**config.mk**
```make
export PLATFORM = sky130hd
export DESIGN_NAME = rs_pool
export DESIGN_NICKNAME = d
export VERILOG_FILES = /design/src/rtl/rs_pool_pkg.sv /design/src/rtl/rs_lowest_pick.sv /design/src/rtl/rs_operand_capture.sv /design/src/rtl/rs_pool.sv
export SDC_FILE = /design/constraint.sdc
export NUM_CORES = 1
export LEC_CHECK = 0
export BUFFER_PORTS_ARGS = -buffer_cell sky130_fd_sc_hd__buf_2
export CELL_PAD_IN_SITES_DETAIL_PLACEMENT = 0
export CELL_PAD_IN_SITES_GLOBAL_PLACEMENT = 1
export CORE_UTILIZATION = 45
export DETAILED_ROUTE_END_ITERATION = 12
export PLACE_DENSITY_LB_ADDON = 0.08
export SYNTH_ARGS = -nofsm -noshare
export SYNTH_HDL_FRONTEND = slang
export SYNTH_SLANG_ARGS = --single-unit
```
**constraint.sdc**
```tcl
create_clock -name clk -period 2.75 [get_ports clk]
set_clock_uncertainty 0.1 [all_clocks]
set_input_delay 0.1375 -clock clk [delete_from_list [all_inputs] [get_ports clk]]
set_output_delay 0.1375 -clock clk [all_outputs]
set_load 0.1 [all_outputs]
```
**src/rtl/rs_pool_pkg.sv**
```systemverilog
package rs_pool_pkg;

    // Life cycle of one station
    typedef enum logic [1:0] {
        ST_FREE = 2'd0,   // empty, may be allocated
        ST_WAIT = 2'd1,   // holds an instruction, waiting for operands or dispatch
        ST_EXEC = 2'd2    // handed to the functional unit, waiting for own broadcast
    } rs_state_e;

endpackage

```
**src/rtl/rs_lowest_pick.sv**
```systemverilog
// Fixed-priority picker: lowest index of a request vector wins.
module rs_lowest_pick #(
    parameter int N     = 4,
    localparam int IDX_W = (N > 1) ? $clog2(N) : 1
) (
    input  logic [N-1:0]     req,
    output logic             found,
    output logic [IDX_W-1:0] idx
);

    always_comb begin
        found = 1'b0;
        idx   = '0;
        for (int i = 0; i < N; i++) begin
            if (req[i] && !found) begin
                found = 1'b1;
                idx   = IDX_W'(i);
            end
        end
    end

endmodule

```
**src/rtl/rs_operand_capture.sv**
```systemverilog
// Next value of one operand slot given a result bus transfer.
module rs_operand_capture #(
    parameter int TAG_W  = 4,
    parameter int DATA_W = 32
) (
    input  logic [TAG_W-1:0]  cur_tag,
    input  logic [DATA_W-1:0] cur_val,
    input  logic              cdb_valid,
    input  logic [TAG_W-1:0]  cdb_tag,
    input  logic [DATA_W-1:0] cdb_value,
    output logic [TAG_W-1:0]  nxt_tag,
    output logic [DATA_W-1:0] nxt_val
);

    logic hit;

    always_comb begin
        hit     = cdb_valid && (cur_tag != '0) && (cur_tag == cdb_tag);
        nxt_tag = hit ? '0 : cur_tag;
        nxt_val = hit ? cdb_value : cur_val;
    end

endmodule

```
**src/rtl/rs_pool.sv**
```systemverilog
module rs_pool
    import rs_pool_pkg::*;
#(
    parameter int NUM_RS   = 4,
    parameter int OP_W     = 4,
    parameter int TAG_W    = 4,
    parameter int DATA_W   = 32,
    parameter int IMM_W    = 16,
    parameter int TAG_BASE = 1
) (
    input  logic              clk,
    input  logic              rst_n,
    input  logic              iss_valid,
    input  logic [OP_W-1:0]   iss_op,
    input  logic [IMM_W-1:0]  iss_imm,
    input  logic [TAG_W-1:0]  iss_src1_tag,
    input  logic [DATA_W-1:0] iss_src1_val,
    input  logic [TAG_W-1:0]  iss_src2_tag,
    input  logic [DATA_W-1:0] iss_src2_val,
    output logic              iss_stall,
    output logic [TAG_W-1:0]  iss_tag,
    input  logic              cdb_valid,
    input  logic [TAG_W-1:0]  cdb_tag,
    input  logic [DATA_W-1:0] cdb_value,
    output logic              fu_valid,
    output logic [TAG_W-1:0]  fu_tag,
    output logic [OP_W-1:0]   fu_op,
    output logic [DATA_W-1:0] fu_a,
    output logic [DATA_W-1:0] fu_b,
    output logic [IMM_W-1:0]  fu_imm
);

    localparam int IDX_W = (NUM_RS > 1) ? $clog2(NUM_RS) : 1;

    typedef struct packed {
        rs_state_e         st;
        logic [OP_W-1:0]   op;
        logic [TAG_W-1:0]  qj;
        logic [TAG_W-1:0]  qk;
        logic [DATA_W-1:0] vj;
        logic [DATA_W-1:0] vk;
        logic [IMM_W-1:0]  a;
    } entry_t;

    typedef struct packed {
        entry_t [NUM_RS-1:0] ent;
    } pool_t;

    pool_t state_d, state_q;

    logic [NUM_RS-1:0] busy_vec;
    logic [NUM_RS-1:0] ready_vec;

    logic [TAG_W-1:0]  cap_qj [NUM_RS];
    logic [TAG_W-1:0]  cap_qk [NUM_RS];
    logic [DATA_W-1:0] cap_vj [NUM_RS];
    logic [DATA_W-1:0] cap_vk [NUM_RS];

    logic [TAG_W-1:0]  byp_q1, byp_q2;
    logic [DATA_W-1:0] byp_v1, byp_v2;

    logic             alloc_found, disp_found;
    logic [IDX_W-1:0] alloc_idx, disp_idx;

    // Per-station operand snooping and status
    for (genvar g = 0; g < NUM_RS; g++) begin : g_st
        rs_operand_capture #(.TAG_W(TAG_W), .DATA_W(DATA_W)) u_cap_j (
            .cur_tag   (state_q.ent[g].qj),
            .cur_val   (state_q.ent[g].vj),
            .cdb_valid (cdb_valid),
            .cdb_tag   (cdb_tag),
            .cdb_value (cdb_value),
            .nxt_tag   (cap_qj[g]),
            .nxt_val   (cap_vj[g])
        );
        rs_operand_capture #(.TAG_W(TAG_W), .DATA_W(DATA_W)) u_cap_k (
            .cur_tag   (state_q.ent[g].qk),
            .cur_val   (state_q.ent[g].vk),
            .cdb_valid (cdb_valid),
            .cdb_tag   (cdb_tag),
            .cdb_value (cdb_value),
            .nxt_tag   (cap_qk[g]),
            .nxt_val   (cap_vk[g])
        );
        assign busy_vec[g]  = (state_q.ent[g].st != ST_FREE);
        assign ready_vec[g] = (state_q.ent[g].st == ST_WAIT)
                              && (state_q.ent[g].qj == '0)
                              && (state_q.ent[g].qk == '0);
    end

    // Same-cycle wakeup of the sources being issued
    rs_operand_capture #(.TAG_W(TAG_W), .DATA_W(DATA_W)) u_byp_1 (
        .cur_tag   (iss_src1_tag),
        .cur_val   (iss_src1_val),
        .cdb_valid (cdb_valid),
        .cdb_tag   (cdb_tag),
        .cdb_value (cdb_value),
        .nxt_tag   (byp_q1),
        .nxt_val   (byp_v1)
    );
    rs_operand_capture #(.TAG_W(TAG_W), .DATA_W(DATA_W)) u_byp_2 (
        .cur_tag   (iss_src2_tag),
        .cur_val   (iss_src2_val),
        .cdb_valid (cdb_valid),
        .cdb_tag   (cdb_tag),
        .cdb_value (cdb_value),
        .nxt_tag   (byp_q2),
        .nxt_val   (byp_v2)
    );

    rs_lowest_pick #(.N(NUM_RS)) u_alloc (
        .req   (~busy_vec),
        .found (alloc_found),
        .idx   (alloc_idx)
    );

    rs_lowest_pick #(.N(NUM_RS)) u_disp (
        .req   (ready_vec),
        .found (disp_found),
        .idx   (disp_idx)
    );

    // Next-state logic
    always_comb begin
        state_d = state_q;
        for (int i = 0; i < NUM_RS; i++) begin
            state_d.ent[i].qj = cap_qj[i];
            state_d.ent[i].vj = cap_vj[i];
            state_d.ent[i].qk = cap_qk[i];
            state_d.ent[i].vk = cap_vk[i];
            if (disp_found && (disp_idx == IDX_W'(i))) begin
                state_d.ent[i].st = ST_EXEC;
            end
            if (cdb_valid && (cdb_tag == TAG_W'(TAG_BASE + i))) begin
                state_d.ent[i].st = ST_FREE;
            end
        end
        if (iss_valid && alloc_found) begin
            state_d.ent[alloc_idx].st = ST_WAIT;
            state_d.ent[alloc_idx].op = iss_op;
            state_d.ent[alloc_idx].a  = iss_imm;
            state_d.ent[alloc_idx].qj = byp_q1;
            state_d.ent[alloc_idx].vj = byp_v1;
            state_d.ent[alloc_idx].qk = byp_q2;
            state_d.ent[alloc_idx].vk = byp_v2;
        end
    end

    always_ff @(posedge clk or negedge rst_n) begin
        if (!rst_n) begin
            state_q <= '0;
        end else begin
            state_q <= state_d;
        end
    end

    // Outputs
    assign iss_stall = !alloc_found;
    assign iss_tag   = TAG_W'(TAG_BASE) + TAG_W'(alloc_idx);
    assign fu_valid  = disp_found;
    assign fu_tag    = TAG_W'(TAG_BASE) + TAG_W'(disp_idx);
    assign fu_op     = state_q.ent[disp_idx].op;
    assign fu_a      = state_q.ent[disp_idx].vj;
    assign fu_b      = state_q.ent[disp_idx].vk;
    assign fu_imm    = state_q.ent[disp_idx].a;

endmodule

```
==> flow_summary.json <==
{
  "setup_viol": 86,
  "drc": 0,
  "synthSimpleGateAreaFrac_pct": 13.3,
  "synth_xor_area_share_pct": 1.60,
  "drtIter0Drc": 1264,
  "dpl.hpwl_um": 40600,
  "areaGrowthSynthToFinish_pct": 39.5,
  "vias_per_cell": 5.74,
  "end_kind": "output pin",
  "outcome": "finished with violations",
  "cp_common_cell": "buf_16",
  "antenna_found_initial": 9,
  "synth-main-ff-cell": "dfrtp_1",
  "start_util_pct": 45.6,
  "path_cells": "nor4_4, nand3_2, a211oi_4, buf_12, buf_16, buf_16, buf_16, mux2i_1, mux2i_1, clkbuf_16",
  "synthTopCellsByArea": "dfrtp_1 48%, mux2i_1 13%, o221a_1 8.8%, nand2_1 5.2%, or2_2 3.8%",
  "synth_edf_count": 0,
  "postLayoutCellArea_um2": 27400,
  "rsz0062_at_grt": "true",
  "slew_headroom_pct": 35.8,
  "htreeDepth": 2,
  "holdWs_ns": 0.0637,
  "slew_violations": 0,
  "max-cap-violations": 0,
  "cpMaxStageDelayCell": "dfrtp_2",
  "die_x_um": 211,
  "cp.required_ns": 2.51,
  "clk_pin_slew_ns": 0.06,
  "io_buffer_count": 223,
  "totalWireLength_um": 66600,
  "synth_top_family_by_area": "compound AO/OA/AOI/OAI gates",
  "synth_cell_type_count": 60,
  "cp_max_fo": 7,
  "fin_crit_sh_pct": 119,
  "post-route-min-period_ns": 3.27,
  "ctsRootBufferMaster": "clkbuf_16",
  "setup_slack_ns": -0.523,
  "synth_mux_area_share_pct": 13.0,
  "grt_max_degree": 77,
  "syn_inst": 1839,
  "drive_above_1_share_pct": 30.8,
  "num_vias": 16276,
  "grt_overflow": 0,
  "critPathBufInv": 5,
  "cts_tree": "built",
  "first_pass_iters": 6,
  "first_global_vias": 17108,
  "die_h_um": 211,
  "place_ws_ns": -0.145,
  "io_pins": 226,
  "clock.fmax_ghz": 0.306,
  "cpPeakStageDelay_ns": 0.43,
  "finish.net_count": 2348,
  "synth_area_leader_cell": "dfrtp_1",
  "hold_violations": 0,
  "wl_per_cell_um": 23.5,
  "async_flop_share_pct": 100,
  "grt_pass1_wl_um": 102000,
  "cts_buffers": 43,
  "drtAntennaViolNets": 0,
  "ys_warn_count": 0,
  "avgSynthCellArea_um2": 10.7,
  "hp-class": "in -> reg",
  "crit_path_start_kind": "flop",
  "violations": "negative setup slack",
  "core_um2": 43100,
  "clk-insertion-delay-late_ns": 0.57,
  "crit_type": "reg -> out",
  "rows": 76,
  "synth_top_cell_area_share_pct": 47.9,
  "crit_arrival_ns": 3.04,
  "track_usage_pct": 30.1,
  "worstMarginPinSlew_ns": 0.963,
  "dieArea_um2": 44500,
  "cp_top_family": "buffers and inverters",
  "ys_ff_latch": 376,
  "placed_cell_area_um2": 23600,
  "synth_seq_area_share_pct": 47.9,
  "synth-compound-area-share_pct": 18.6,
  "synthAdderAreaFrac_pct": 0.255,
  "cts.sinks": 376,
  "synth_area_um2": 19700,
  "clockBufferDepth": 3,
  "finalWeightedCongestion": 0.828
}
[cell usage in the layout, fill, tap and decap left out, drive strengths merged, types with 4 or more instances in the layout]
cell | netlist | routed
dlygate4sd3 | 0 | 127
nand3 | 25 | 25
o22a | 33 | 33
clkbuf | 67 | 73
and3 | 6 | 6
nor3b | 4 | 4
xor2 | 13 | 13
o21a | 67 | 67
a31o | 4 | 4
ha | 4 | 4
or2 | 169 | 169
inv | 43 | 44
nor4 | 11 | 11
o32a | 32 | 32
nand4 | 8 | 8
a21oi | 42 | 42
dfrtp | 376 | 376
xnor2 | 22 | 22
clkinv | 0 | 4
nor2 | 13 | 13
diode | 0 | 6
and2 | 5 | 5
o221a | 160 | 160
nand2 | 271 | 271
o21ai | 24 | 24
buf | 110 | 369
o22ai | 49 | 49
mux2i | 252 | 252
nor3 | 9 | 9
[worst min-delay path: stages]
cell and delay [ns]:
buf_2 0.14, nand2_1 0.12, o41ai_4 0.12, o22ai_1 0.16
[final timing paths]
path / slack (ns) / endpoint / cells after the start / start
max reg2reg: 0.25 / state_q[323]$_DFF_PN0_ / 5 / state_q[375]$_DFF_PN0_
max in group asynchronous: 1.10 / state_q[58]$_DFF_PN0_ / 4 / rst_n
min: 0.06 / state_q[364]$_DFF_PN0_ / 4 / cdb_valid
min in group asynchronous: 0.52 / state_q[70]$_DFF_PN0_ / 3 / rst_n
min reg2reg: 0.37 / flop / 2 / flop
max: -0.52 / fu_a[19] / 10 / state_q[362]$_DFF_PN0_
[layer usage]
layer | share of wire (%) | up-vias | wire (µm) | GRT usage (%)
met2 | 48 | 545 | 32100 | 49.6
met5 | 0.071 | - | 47 | 0
met4 | 2.6 | 8 | 1700 | 9.87
met3 | 6.1 | 97 | 4090 | 5.35
li1 | - | 7413 | - | -
met1 | 43 | 8213 | 28700 | 40.0
[cell usage after synthesis (all sizes together) (2+ instances only)]
library cell and instances:
and2 5, a21oi 42, o21ai 24, nor4 11, nand3 25, inv 43
nand2 271, nor3 9, o22ai 49, a21o 2, xnor2 22, nor3b 4
mux2i 252, nand4 8, o221a 160, o22a 33, or3 2, clkbuf 67
o32a 32, a31o 4, xor2 13, mux2 3, dfrtp 376, and3 6
ha 4, buf 110, or2 169, nor2 13, o21a 67
[timing repair]
item                       4_1_cts  5_1_grt
setup buffers                   14       13
hold buffers                   127        0
gates cloned                     3        4
resized for setup               77       66
pin swaps                        6        4
setup endpoints to repair       88       88
hold endpoints to repair       744        0
[kinds of logic (layout without fill, tap and decap cells)]
group / count (synthesis) / in the layout
and+or+nand+nor: 530 / 530
AOI/OAI and AO/OA: 418 / 418
DFF: 376 / 376
muxes: 255 / 255
buffers and inverters: 220 / 623
xor gates and xnor gates: 35 / 35
adders and majority gates: 4 / 4
other: 1 / 8
[per-stage QoR]
stage	utilization [%]	setup TNS, ns	cells
floorplan	-	-50.29	1840
global placement	54.7	0	2594
detailed placement	54.7	-5.28	2594
CTS	62.3	-37.94	2814
global route	63.7	-46.44	2832
finish	63.7	-37.00	2834
[final cells by class]
class | instances | area [µm²]
fillers | 3449 | 15600
multi-input cells | 1244 | 10100
flip-flops and latches | 376 | 9410
repair buffers | 504 | 5540
clock buffers | 68 | 1300
well taps | 585 | 732
inverters | 43 | 164
clock inverters | 8 | 119
diodes | 6 | 15.0
Power is left out: the tool's default activity adds up to more than one toggle a clock period on the data nets, which glitch-free logic cannot reach.
